$ cat src/rtl/f32_to_f16_round.sv
module f32_to_f16_round #(
  parameter bit IN_REG  = 1'b0,
  parameter bit OUT_REG = 1'b1
) (
  input  logic        clk,
  input  logic        rst_n,
  input  logic [31:0] din,
  input  logic [2:0]  rmode,
  output logic [15:0] dout
);

  localparam logic [2:0] M_UP  = 3'd0;
  localparam logic [2:0] M_DN  = 3'd1;
  localparam logic [2:0] M_RZ  = 3'd2;
  localparam logic [2:0] M_RNE = 3'd3;
  localparam logic [2:0] M_RNA = 3'd4;

  localparam logic [7:0] EXP_SUB_LO  = 8'd101;
  localparam logic [7:0] EXP_NORM_LO = 8'd113;
  localparam logic [7:0] EXP_OVF_LO  = 8'd143;
  localparam logic [7:0] EXP_TOP     = 8'd255;

  localparam logic [14:0] MAG_INF = 15'h7C00;
  localparam logic [14:0] MAG_MAX = 15'h7BFF;

  typedef enum logic [2:0] {
    C_SPECIAL, C_OVER, C_NORM, C_SUB, C_ZERO, C_UNDER
  } region_t;

  logic [31:0] x;
  logic [2:0]  xm;

  generate
    if (IN_REG) begin : g_in_reg
      always_ff @(posedge clk or negedge rst_n) begin
        if (!rst_n) begin
          x  <= '0;
          xm <= '0;
        end else begin
          x  <= din;
          xm <= rmode;
        end
      end
    end else begin : g_in_pass
      assign x  = din;
      assign xm = rmode;
    end
  endgenerate

  logic        sgn;
  logic [7:0]  ex;
  logic [22:0] fr;
  logic [2:0]  md;

  assign sgn = x[31];
  assign ex  = x[30:23];
  assign fr  = x[22:0];
  assign md  = (xm > M_RNA) ? M_RNE : xm;

  function automatic logic bump(input logic [2:0] m, input logic s,
                                input logic lsb, input logic g, input logic st);
    case (m)
      M_UP:    bump = !s && (g || st);
      M_DN:    bump = s && (g || st);
      M_RZ:    bump = 1'b0;
      M_RNA:   bump = g;
      default: bump = g && (st || lsb);
    endcase
  endfunction

  region_t cls;

  always_comb begin
    if (ex == EXP_TOP)                cls = C_SPECIAL;
    else if (ex >= EXP_OVF_LO)        cls = C_OVER;
    else if (ex >= EXP_NORM_LO)       cls = C_NORM;
    else if (ex >= EXP_SUB_LO)        cls = C_SUB;
    else if (ex == 8'd0 && fr == '0)  cls = C_ZERO;
    else                              cls = C_UNDER;
  end

  logic [4:0]  n_exp;
  logic        n_inc;
  logic [14:0] n_mag;

  assign n_exp = ex[4:0] - 5'd16;
  assign n_inc = bump(md, sgn, fr[13], fr[12], |fr[11:0]);
  assign n_mag = {n_exp, fr[22:13]} + {14'd0, n_inc};

  logic [3:0]  s_sh;
  logic [35:0] s_win;
  logic        s_inc;
  logic [14:0] s_mag;

  assign s_sh  = 4'd0 - ex[3:0];
  assign s_win = {1'b1, fr, 12'd0} >> s_sh;
  assign s_inc = bump(md, sgn, s_win[26], s_win[25], |s_win[24:0]);
  assign s_mag = {5'd0, s_win[35:26]} + {14'd0, s_inc};

  logic to_inf;
  logic tiny_up;

  assign to_inf  = (md == M_RNE) || (md == M_RNA) ||
                   (md == M_UP && !sgn) || (md == M_DN && sgn);
  assign tiny_up = (md == M_UP && !sgn) || (md == M_DN && sgn);

  logic [14:0] mag;

  always_comb begin
    case (cls)
      C_SPECIAL: mag = (fr == '0) ? MAG_INF : {5'h1F, 1'b1, fr[21:13]};
      C_OVER:    mag = to_inf ? MAG_INF : MAG_MAX;
      C_NORM:    mag = n_mag;
      C_SUB:     mag = s_mag;
      C_ZERO:    mag = '0;
      default:   mag = {14'd0, tiny_up};
    endcase
  end

  logic [15:0] y;
  assign y = {sgn, mag};

  generate
    if (OUT_REG) begin : g_out_reg
      always_ff @(posedge clk or negedge rst_n) begin
        if (!rst_n) dout <= '0;
        else        dout <= y;
      end
    end else begin : g_out_pass
      assign dout = y;
    end
  endgenerate

  p_sign_kept_r9: assert property (@(posedge clk) disable iff (!rst_n)
    y[15] == x[31]);

  p_nan_quiet_r8: assert property (@(posedge clk) disable iff (!rst_n)
    (x[30:23] == 8'hFF && x[22:0] != '0) |-> (y[14:10] == 5'h1F && y[9]));

  p_zero_exact_r7: assert property (@(posedge clk) disable iff (!rst_n)
    (x[30:0] == '0) |-> (y[14:0] == '0));

  p_rz_caps_r4: assert property (@(posedge clk) disable iff (!rst_n)
    (x[30:23] >= EXP_OVF_LO && x[30:23] != EXP_TOP && xm == M_RZ) |-> (y[14:0] == MAG_MAX));

  p_under_tiny_r6: assert property (@(posedge clk) disable iff (!rst_n)
    (x[30:23] < EXP_SUB_LO) |-> (y[14:1] == '0));

  p_sub_range_r5: assert property (@(posedge clk) disable iff (!rst_n)
    (x[30:23] >= EXP_SUB_LO && x[30:23] < EXP_NORM_LO) |-> (y[14:0] <= 15'h0400));

  p_norm_finite_r2: assert property (@(posedge clk) disable iff (!rst_n)
    (x[30:23] >= EXP_NORM_LO && x[30:23] < 8'd142) |-> (y[14:10] != 5'h00 && y[14:10] != 5'h1F));

endmodule

$ cat config.mk
export PLATFORM = sky130hd
export DESIGN_NAME = f32_to_f16_round
export DESIGN_NICKNAME = d
export VERILOG_FILES = /design/src/rtl/f32_to_f16_round.sv
export SDC_FILE = /design/constraint.sdc
export NUM_CORES = 1
export LEC_CHECK = 0
export BUFFER_PORTS_ARGS = -buffer_cell sky130_fd_sc_hd__buf_2
export CELL_PAD_IN_SITES_DETAIL_PLACEMENT = 1
export CELL_PAD_IN_SITES_GLOBAL_PLACEMENT = 1
export CORE_UTILIZATION = 38
export CTS_CLUSTER_SIZE = 30
export DETAILED_ROUTE_END_ITERATION = 8
export HOLD_SLACK_MARGIN = 0.02
export MAX_ROUTING_LAYER = met4
export PLACE_DENSITY_LB_ADDON = 0.25
export SLEW_MARGIN = 20
export SYNTH_ARGS = -nofsm -noshare
export SYNTH_HDL_FRONTEND = slang
export SYNTH_SLANG_ARGS = --single-unit
$ cat constraint.sdc
create_clock -name clk -period 0.8 [get_ports clk]
set_clock_uncertainty 0.1 [all_clocks]
set_input_delay 0.04 -clock clk [delete_from_list [all_inputs] [get_ports clk]]
set_output_delay 0.04 -clock clk [all_outputs]
set_load 0.05 [all_outputs]
* Yosys cells after proc, flatten, opt, wreduce, memory -nomap -nowiden *
Cells that the tools add are included.
W data, S select, Z words.

cells by class
  add/sub/neg operators = 4
  order comparisons = 4
  equal/unequal tests = 9
  shift-type cells = 1
  mux-type cells = 11
  reductions and logical operators = 24

operator list
  operator               number
  $pmux W15 S5           1
  $shr A36 B4 Y36        1
  $reduce_or A25 Y1      1
  $logic_not A23 Y1      1
  $ge A8 B7 Y1 const B   2
  $add A15 B1 Y15        1
  $mux W3                5
  $eq A3 B2 Y1 const B   4
  $reduce_or A12 Y1      1
  $add A10 B1 Y11        1
  $mux W11               1
  $mux W10               1
  $logic_and A1 B1 Y1    9
  $eq A8 B8 Y1 const B   1
  $ge A8 B8 Y1 const B   1
  $logic_not A8 Y1       1
  $logic_or A1 B1 Y1     8
  $pmux W1 S4            2
  $eq A3 B1 Y1 const B   2
  $eq A3 B3 Y1 const B   2
  $logic_not A3 Y1       2
  $sub A5 B5 Y5 const B  1
  $sub A1 B4 Y4 const A  1
  $gt A3 B3 Y1 const B   1
  other kinds (2)        2

word-level totals
  flip-flop bits (word level) = 16
  input port bits = 37
  output and inout bits = 16
  word-level logic and storage cells = 54

* Logic depth before layout (Yosys ltp) *
Gate-level depths: netlist of the first run.

  depth in word-level cells = 9
  mapped depth = 20
  mapped depth without buffers = 15

* Worst setup path before layout of the first run *
OpenSTA, ideal clock, no wires.

  path type = input -> register
  start = input port din[23]
  end = register dout[2]
  setup time = 0.118 ns
  arrival time = 3.439 ns
  required time = 0.582 ns
  slack = -2.857 ns
  stages on the path = 19
  path buffers = 6
  cell sequence = buf_6 inv_2 buf_1 ha_1 buf_4 buf_6 buf_2 buf_2 nor3_1 a21oi_1 o41ai_1 nand4_1 o22ai_1 nand3_1 ha_1 ha_1 xnor2_1 a221o_1 a21o_1

between the ends
  longest elaborated chain between the ends = 9
  elaborated cells between the ends (all ways) = 27
  those cells by class = add/sub: 2; order compare: 3; eq/ne: 5; shift: 1; mux: 7; reduce/logical: 9

RTL lines
  element                                                                  line  source
  from (decl)                                                              7     input logic [31:0] din,
  parallel branches: the longest is 8 deep, another holds $add A10 B1 Y11  -
  $pmux W15 S5 (*)                                                         110   case (cls)
  named net mag[2]                                                         107   logic [14:0] mag;
  to (signal assigned)                                                     127   else dout <= y;
  to (decl)                                                                9     output logic [15:0] dout

Mark *: on every way through the listed nets, which the timed path passes.

* Final worst setup path of the first run *
  start = input port din[24]
  end = register dout[2]

The elaborated chain is that of the path after synthesis.

==> run metrics, run 1 <==
area grow syn2layout=78.8%; Row Count=30; max cap viols=0; DRT Pass-1 Iters=5; CP cell instances=buf_8 -> inv_4 -> ha_4 -> ha_4 -> buf_6 -> mux2i_4 -> o22ai_2 -> a211oi_2 -> a211oi_2 -> o22ai_1 -> nand3_2 -> ha_4 -> ha_4 -> buf_4 -> xnor2_1 -> a221o_1 -> a21o_1; CTS tree=yes; IO Pins=53; syn nets=380; cts bufs inserted=3; Max clock buf depth=2; Synth area leaders=dfrtp_1 15%, mux2i_1 9.0%, ha_1 4.7%; Critical Path Most Common Cell=ha_4; PortBufs=52; fin nets=566; Synth Instances=333; total negative slack=-32170 ps; Final WS setup=-2310 ps; Synth area leader=dfrtp_1; Fmax=321 MHz; Die ar.=7350 um^2; first-pass GRT wire length=22900 um; RSZ-0062 raised after global routing=true; Post-synth EDFFs=0; minimum clock period=3110 ps; synth unique cells=71; peak supply drop=0.000630 V; max FFs per register=16; startpoint types=input pin; post-route clock period utilization=389%; largest net degree at the start of global routing=37; Routed wire per std cell=31.0 um; min-delay worst type=in2reg; H-tree depth=1; final WL=19000 um; Post-Syn Area per Cell=8.00 um^2; failing checks=negative setup slack; Worst Path Buf+Inv=4; Worst Max-Slew Pin Slew=596 ps; register area share after synthesis=15.0%; final hold viol count=0; Cell Pwr Density=1190 nW/um^2; die height=85.7 um; CP arrival=3180 ps; dpl cells=593; Non-Filler Instances=614; crit path to=dout[2]$_DFF_PN0_; Largest stage delay, worst path=360 ps; antenna cell count=0; drt via density=6.97; Crit. path cell count=17; grt ovf=0; clk slew on worst S/H paths=70 ps; DP Wirelength=9540 um; Synth top cells by count=25 x nor2_1, 24 x mux2i_1, 20 x a21oi_1; cell with the most instances after synthesis=nor2_1; CTS root buf=clkbuf_8; clock sinks=16; crit end category=register; Ys Warns=0; gr usage total=42.3%; DRT iter0 DRCs=459; Worst Setup SP=din[24]; Post-Syn Area=2660 um^2; status=finished with violations; routed vias=4282; Critical Path Fanout Max=8; fin. max-slew vios=0; async set-reset flop share out of synthesis=100%; Crit path required time=860 ps; Top Registers=dout x16; DRC=0; largest register by flop count=dout; prevailing post-synth register cell=dfrtp_1; Die X=85.7 um; Seq cells post-synth=16; family with the most delay on the worst path=compound AO/OA/AOI/OAI gates; vias in the first global route=4219; Slew HR=60.3%; Setup CP Type=in2reg; final setup fails=31; post-synth top area share=15.0%; Antenna Nets Post-Route=0; share of post-route cells with drive strength above 1=56.6%; Critical-path top delay cell=ha_4; Initial Util=39.2%; Pleak=2.14 nW; initial antenna violation count=0; GP Congestion=0.921; core area=6790 um^2
==> logic make-up (layout without fill, tap and decap cells) <==
family | Yosys count | after routing | share of synthesized area, %
compound gates | 99 | 99 | 26.8
mux | 34 | 34 | 13.9
buf+inv | 33 | 218 | 6.95
flops | 16 | 16 | 15.0
fa+ha+maj | 10 | 10 | 4.70
simple gates | 119 | 119 | 24.6
xor+xnor | 22 | 22 | 7.94
==> repair_timing <==
item / CTS / global route
pin swaps: 29 / 27
endpoints found under the hold margin: 17 / 0
hold buffers: 2 / 0
setup endpoints to repair: 31 / 32
gates resized for setup: 79 / 41
buffers inserted: 10 / 7
==> worst min-delay path by stage <==
stage,start,end,cells past startpoint
global placement,rst_n,dout[14]$_DFF_PN0_,1
global route,din[31],dout[15]$_DFF_PN0_,3
detailed placement,rst_n,dout[8]$_DFF_PN0_,1
floorplan,rst_n,dout[0]$_DFF_PN0_,0
CTS,din[27],dout[14]$_DFF_PN0_,4
finish,din[27],dout[14]$_DFF_PN0_,4
==> through the flow <==
step           utilization, %  cell area [um^2]  total power, mW  hold slack [ps]  setup WS (ps)
3_5_place_dp             59.8              4060             3.79             -129          -2440
4_1_cts                  66.3              4500             4.86              109          -2010
3_3_place_gp             59.8              4060             3.69             -142          -2280
5_1_grt                  70.1              4760             5.73              146          -2560
2_1_floorplan               -              2870             2.56             -356          -2340
6_report                 70.1              4760             5.65              130          -2310
==> layer usage <==
| layer | vias to the layer above | GRT usage, % | share of wire (%) |
|---|---|---|---|
| met4 | 0 | 25.5 | 8.9 |
| met3 | 187 | 4.81 | 11 |
| li1 | 1648 | - | - |
| met5 | - | - | 0 |
| met1 | 2022 | 45.8 | 34 |
| met2 | 425 | 74.3 | 46 |
==> worst min-delay path, stage by stage <==
cell and delay [ps]:
buf_2 100, buf_4 140, xnor2_2 100, o21ai_1 60
==> placed cells by master (no fill, tap or decap), types with 4 or more instances in the layout <==
master / synthesis / layout
buf_4: 3 / 142
buf_2: 10 / 31
buf_6: 5 / 26
nor2_1: 25 / 22
a21oi_1: 20 / 16
dfrtp_1: 16 / 16
nand2_1: 18 / 14
mux2i_1: 24 / 14
nand3_1: 15 / 11
o21ai_1: 6 / 9
nand4_1: 9 / 9
xnor2_1: 13 / 9
o21ai_0: 15 / 9
xor2_1: 8 / 8
mux2_4: 1 / 7
nor4_1: 12 / 7
a21o_1: 7 / 7
inv_1: 8 / 6
mux2i_2: 1 / 6
nor3_1: 8 / 6
ha_4: 0 / 6
mux2i_4: 0 / 5
a21oi_2: 1 / 5
a211oi_1: 6 / 4
xnor2_2: 0 / 4
a221oi_1: 4 / 4
clkbuf_8: 0 / 4
==> area by class of cell <==
type,instances,area [um^2]
multi-input cells,284,2540
fillers,759,2030
repair buffers,205,1600
flip-flops and latches,16,400
well taps,96,120
clock buffers,4,55.1
inverters,9,43.8
==> power breakdown <==
| part | switching [mW] | total (mW) | internal (mW) |
|---|---|---|---|
| logic | 2.22 | 3.95 | 1.73 |
| clock network | 0.334 | 0.772 | 0.439 |
| registers | 0.0477 | 0.926 | 0.878 |
| total | 2.60 | 5.65 | 3.05 |
(Power assumes the default switching activity.)
==> run 2, diff against run 1 <==
--- a/config.mk
+++ b/config.mk
@@ -5,7 +5,7 @@
 export SDC_FILE = /design/constraint.sdc
 export NUM_CORES = 1
 export LEC_CHECK = 0
-export BUFFER_PORTS_ARGS = -buffer_cell sky130_fd_sc_hd__buf_2
+export BUFFER_PORTS_ARGS = -buffer_cell sky130_fd_sc_hd__buf_4
 export CELL_PAD_IN_SITES_DETAIL_PLACEMENT = 1
 export CELL_PAD_IN_SITES_GLOBAL_PLACEMENT = 1
 export CORE_UTILIZATION = 38
==> run metrics, run 2 (synthesis gave the netlist of run 1 again) <==
Final WS setup=-2390 ps (-79.6 ps); fin nets=560 (-1.1%); cts bufs inserted=3 (unchanged); Final Cell Area=4760 um^2 (about the same); final hold viol count=0 (unchanged); first-pass GRT wire length=24900 um (+8.7%); crit end category=register; grt ovf=0 (unchanged); max cap viols=0 (unchanged); gr usage total=46.5% (+4.2 points); Critical Path Fanout Max=8 (unchanged); DRT Pass-1 Iters=6 (+1); commonest cells after routing, fill and taps aside=167 x buf_4, 23 x buf_6, 22 x nor2_1; CTS root buf=clkbuf_8; Sw Ratio=46.1% (+0.049 points); failing checks=negative setup slack; Fmax=313 MHz (-2.5%); most common cell after layout, fill and taps aside=buf_4; largest net degree at the start of global routing=37 (unchanged); minimum clock period=3190 ps (+79.6 ps); IO Pins=53 (unchanged); Setup WS pre-CTS=-2570 ps (-136 ps); final setup fails=31 (unchanged); clk slew on worst S/H paths=70 ps (about the same); CP arrival=3250 ps (+70 ps); Crit path required time=860 ps (about the same); Routed wire per std cell=32.3 um (+4.3%); peak supply drop=0.000721 V (+14%); GP Congestion=0.913 (-0.84%); final WL=19700 um (+3.6%); clock network power share=13.5% (-0.2 points); area grow syn2layout=78.9% (about the same); Setup CP Type=in2reg; placed inst area=4120 um^2 (+1.5%); PortBufs=52 (unchanged); die height=85.7 um (unchanged); internal power=3.09 mW (+1.3%); vias in the first global route=4329 (+2.6%); clock sinks=16 (unchanged); Top Registers=dout x16; Worst Max-Slew Pin Slew=1060 ps (+468 ps); Die ar.=7350 um^2 (unchanged); startpoint types=input pin; RSZ-0062 raised after global routing=true; min-delay worst type=in2async; Cell Pwr Density=1200 nW/um^2 (+1.3%); Antenna Nets Post-Route=0 (unchanged); post-route clock period utilization=399% (+9.9 points); drt via density=7.16 (+2.7%); fin. max-slew vios=0 (unchanged); DRC=0 (unchanged); Flop pwr share=16.2% (-0.2 points); initial antenna violation count=1 (+1); Die X=85.7 um (unchanged); final hold slack=93.4 ps (-36.9 ps); Pleak=2.13 nW (-0.68%); largest register by flop count=dout; Max clock buf depth=2 (unchanged); core area=6790 um^2 (unchanged); routed vias=4368 (+2.0%); DRT iter0 DRCs=445 (-3.1%); max FFs per register=16 (unchanged); NetSw=2.64 mW (+1.5%); share of post-route cells with drive strength above 1=54.7% (-1.9 points); DP Wirelength=9820 um (+2.9%); Initial Util=39.2% (unchanged); Row Count=30 (unchanged); Gate power share=70.3% (+0.4 points); Layout fillers=763 (+0.53%); CTS tree=yes; status=finished with violations; Slew HR=29.1% (-31 points); H-tree depth=1 (unchanged)
==> run 2: cell types whose count changed in the layout (fill, tap and decap cells not counted), moves of 2 or more <==
cell / before / now
buf_2: 31 / 0
buf_4: 142 / 167
buf_6: 26 / 23
buf_8: 3 / 5
diode_2: 0 / 2
mux2i_1: 14 / 18
mux2i_2: 6 / 4
mux2i_4: 5 / 3
nor3b_2: 3 / 1
nor4_2: 3 / 5
nor4_4: 2 / 0
==> run 2: path summary, 6_finish.rpt <==
| path | endpoint | slack, ps | from | depth (start not counted) |
|---|---|---|---|---|
| worst max-delay path | dout[8]$_DFF_PN0_ | -2390 | din[23] | 19 |
| min in group clk | dout[14]$_DFF_PN0_ | 130 | din[27] | 4 |
| worst min-delay path | dout[13]$_DFF_PN0_ | 90 | rst_n | 2 |
| max in group asynchronous | dout[2]$_DFF_PN0_ | 310 | rst_n | 2 |
==> run 2: per-stage QoR <==
step | util, % | cells | power [mW] | TNS (ps)
5_1_grt | 70.1 | 610 | 5.84 | -35640
6_report | 70.1 | 610 | 5.72 | -33830
3_5_place_dp | 60.7 | 582 | 3.88 | -32160
3_3_place_gp | 60.7 | 582 | 3.75 | -29790
2_1_floorplan | - | 333 | 2.56 | -28940
4_1_cts | 67.3 | 602 | 5.00 | -28640
==> run 2: cell type report <==
class / instances / area (um^2) / area share (%)
diodes: 2 / 5.00 / 0.105
clock buffers: 4 / 55.1 / 1.16
inverters: 9 / 46.3 / 0.972
well taps: 96 / 120 / 2.52
repair buffers: 199 / 1650 / 34.7
multi-input cells: 284 / 2480 / 52.2
flip-flops and latches: 16 / 400 / 8.41
==> run 2: critical path: stages <==
cell	delay, ps
buf_8	90
inv_8	30
ha_4	160
ha_4	370
buf_8	170
mux2i_4	330
buf_6	140
nand4_1	130
nand3_1	140
nand4_1	140
o22ai_2	200
nand3_2	120
ha_4	200
ha_4	160
o211ai_1	200
buf_4	190
nor4_2	50
xnor2_1	170
o21ai_1	200
==> run 2: per-layer routing <==
metal	vias up	track usage [%]	routed length, um
li1	1633	-	-
met1	2070	49.7	6850
met2	442	76.3	8810
met3	223	11.0	2030
met4	0	32.1	2020
met5	-	-	0
==> run 2: timing repair <==
item                                   4_1_cts  5_1_grt
setup endpoints to repair                   31       32
gates cloned                                 0        0
hold buffers                                 2        0
buffers inserted                            14        7
resized for setup                           66       27
endpoints found under the hold margin       17        0
pin swaps                                   19       17
==> run 2: power groups by stage <==
| stage | sequential, mW | clock [mW] | combinational, mW |
|---|---|---|---|
| CTS | 0.917 | 0.735 | 3.35 |
| floorplan | 1.16 | 0 | 1.40 |
| global placement | 0.910 | 0 | 2.84 |
| detailed placement | 0.918 | 0 | 2.97 |
| global route | 0.927 | 0.803 | 4.11 |
| finish | 0.929 | 0.772 | 4.02 |
==> run 3, diff against run 2 <==
--- a/config.mk
+++ b/config.mk
@@ -5,15 +5,18 @@
 export SDC_FILE = /design/constraint.sdc
 export NUM_CORES = 1
 export LEC_CHECK = 0
+export ABC_AREA = 1
 export BUFFER_PORTS_ARGS = -buffer_cell sky130_fd_sc_hd__buf_4
 export CELL_PAD_IN_SITES_DETAIL_PLACEMENT = 1
 export CELL_PAD_IN_SITES_GLOBAL_PLACEMENT = 1
-export CORE_UTILIZATION = 38
+export CORE_MARGIN = 8
+export CORE_UTILIZATION = 35
 export CTS_CLUSTER_SIZE = 30
 export DETAILED_ROUTE_END_ITERATION = 8
 export HOLD_SLACK_MARGIN = 0.02
 export MAX_ROUTING_LAYER = met4
 export PLACE_DENSITY_LB_ADDON = 0.25
+export SKIP_LAST_GASP = 1
 export SLEW_MARGIN = 20
 export SYNTH_ARGS = -nofsm -noshare
 export SYNTH_HDL_FRONTEND = slang
==> run metrics, run 3 <==
Worst Path Buf+Inv=5 (unchanged); Critical Path Most Common Cell=nand2_1; Synth Instances=476 (+43%); startpoint types=input pin; Critical Path Fanout Max=8 (unchanged); core area=7650 um^2 (+13%); CP arrival=2660 ps (-590 ps); share of post-route cells with drive strength above 1=53.7% (-1.0 points); syn nets=523 (+38%); fin. max-slew vios=0 (unchanged); post-synth top area share=21.7% (+6.6 points); Max clock buf depth=2 (unchanged); Row Count=32 (+6.7%); final hold slack=-78.3 ps (-172 ps); Top Registers=dout x16; final WL=18200 um (-7.6%); largest register by flop count=dout; Setup CP Type=in2reg; placed inst area=4090 um^2 (-0.82%); GP Congestion=0.957 (+4.8%); grt ovf=0 (unchanged); number of hold buffers added after CTS=1 (-1); highest metal used=met4; prevailing post-synth register cell=dfrtp_1; routed vias=4418 (+1.1%); Largest stage delay, worst path=330 ps (-40 ps); Seq cells post-synth=16 (unchanged); initial antenna violation count=0 (-1); minimum clock period=2570 ps (-622 ps); first-pass GRT wire length=21900 um (-12%); Synth area leaders=nand2_1 22%, nand3_1 15%, dfrtp_1 15%; CTS root buf=clkbuf_8; gr usage total=24.8% (-22 points); Antenna Nets Post-Route=0 (unchanged); IO Pins=53 (unchanged); hold path startpoint=din[31]; DRT iter0 DRCs=275 (-38%); H-tree depth=1 (unchanged); Multi-input gate area=2580 um^2 (+3.8%); failing checks=negative hold slack, negative setup slack; metal1 wirelength=6460 um (-5.7%); Cell Pwr Density=1120 nW/um^2 (-6.8%); Die X=104 um (+22%); CTS tree=yes; area grow syn2layout=79.7%; final hold viol count=1 (+1); Final WS setup=-1770 ps (+622 ps); Post-Syn Area=2740 um^2 (+2.9%); antenna cell count=0 (-2); status=finished with violations; peak supply drop=0.000350 V (-51%); family with the most delay on the worst path=simple AND/OR/NAND/NOR gates; Pleak=2.42 nW (+14%); post-route clock period utilization=321% (-78 points); Storage cell area=400 um^2 (unchanged); Fmax=389 MHz (+24%); Crit path required time=890 ps (+30 ps); drt via density=5.95 (-17%); Slew HR=66.8% (+38 points); RSZ-0062 raised after global routing=true; CP cell instances=buf_12 -> inv_12 -> ha_4 -> clkinv_8 -> buf_12 -> buf_6 -> nand2_2 -> nand2_2 -> nand2_1 -> nand2_1 -> nand2_1 -> a21oi_2 -> nand2_2 -> nor2_4 -> a21oi_4 -> ha_4 -> ha_4 -> nand3_4 -> nor2_4 -> nand2_1 -> nand2_1 -> nand3_2 -> nand3_2; Setup WS pre-CTS=-1880 ps (+698 ps); Worst Max-Slew Pin Slew=493 ps (-571 ps); Layout fillers=979 (+28%); max cap viols=0 (unchanged); Synth top cells by count=158 x nand2_1, 81 x nand3_1, 46 x inv_1; crit end category=register; cts bufs inserted=3 (unchanged); Worst Hold Path EP=dout[15]$_DFF_PN0_; Initial Util=35.8% (-3.4 points); clk slew on worst S/H paths=60 ps (about the same); most common cell after layout, fill and taps aside=buf_4; die height=104 um (+22%); DRC=0 (unchanged); Worst Hold Depth=2; Final Cell Area=4920 um^2 (+3.4%); met2 wire len=9010 um (+2.3%); DRT Pass-1 Iters=5 (-1); largest net degree at the start of global routing=20 (-46%); final setup fails=31 (unchanged); Synth area leader=nand2_1; vias in the first global route=4339 (+0.23%); Critical-path top delay cell=ha_4; PortBufs=52 (unchanged); Ys Warns=0 (unchanged); cell with the most instances after synthesis=nand2_1; fin nets=689 (+23%); async set-reset flop share out of synthesis=100% (unchanged); synth unique cells=37 (-48%); clock sinks=16 (unchanged); max FFs per register=16 (unchanged); commonest cells after routing, fill and taps aside=140 x buf_4, 119 x nand2_1, 49 x nand2_2; Die ar.=10900 um^2 (+49%); register area share after synthesis=14.6% (-0.42 points); Routed wire per std cell=24.5 um (-24%); met3 WL=1420 um (-30%); Post-synth EDFFs=0 (unchanged); Post-Syn Area per Cell=5.75 um^2 (-28%); DP Wirelength=10300 um (+4.7%); min-delay worst type=in2reg
-- run 3: logic make-up (layout without fill, tap and decap cells) --
family | count (synthesis) | after routing | share of synthesized area (%)
buffers and inverters | 74 | 239 | 12.6
and+or+nand+nor | 325 | 325 | 55.0
xor gates and xnor gates | 8 | 8 | 2.56
DFF | 16 | 16 | 14.6
adders and majority gates | 11 | 11 | 4.98
AOI/OAI and AO/OA | 42 | 42 | 10.2
-- run 3: metrics by stage --
stage	TNS [ps]	power [mW]	utilization (%)	std cells	hold slack [ps]
finish	-25140	5.52	64.4	743	-78.3
detailed placement	-25130	3.80	53.5	718	-194
global route	-26160	5.70	64.4	743	-77.8
CTS	-21260	4.73	57.4	729	-80.7
global placement	-24270	3.71	53.5	718	-200
floorplan	-20730	2.58	-	476	-356
-- run 3: cell type report --
class	instances	area share (%)
clock buffer	4	1.12
multi-input combinational	386	52.4
timing repair buffer	176	30.5
sequential	16	8.13
inverter	59	5.21
tap	102	2.59
-- run 3: worst max-delay path by stage --
stage	cells past startpoint	slack [ps]	to	start
floorplan	21	-1680	dout[8]$_DFF_PN0_	din[23]
global placement	18	-1820	dout[8]$_DFF_PN0_	din[23]
detailed placement	23	-1880	dout[6]$_DFF_PN0_	din[23]
CTS	19	-1460	dout[6]$_DFF_PN0_	din[24]
global route	24	-1820	dout[8]$_DFF_PN0_	din[23]
finish	23	-1770	dout[8]$_DFF_PN0_	din[23]
-- run 3: per-layer routing --
metal  vias to the layer above  global-route usage, %
met5                         -                      -
met4                         0                   9.82
met3                       104                   2.60
met2                       294                   45.4
met1                      2118                   26.8
li1                       1902                      -
-- run 3: timing repair --
action | in CTS | in global routing
pin swaps | 36 | 37
resized for setup | 50 | 112
setup buffers | 6 | 17
hold endpoints to repair | 17 | 1
gates cloned | 1 | 0
setup endpoints to repair | 31 | 31
-- run 3: power by group --
group          switching, mW  internal (mW)
clock network          0.270          0.436
registers             0.0468          0.892
logic                   2.34           1.53
total                   2.66           2.86
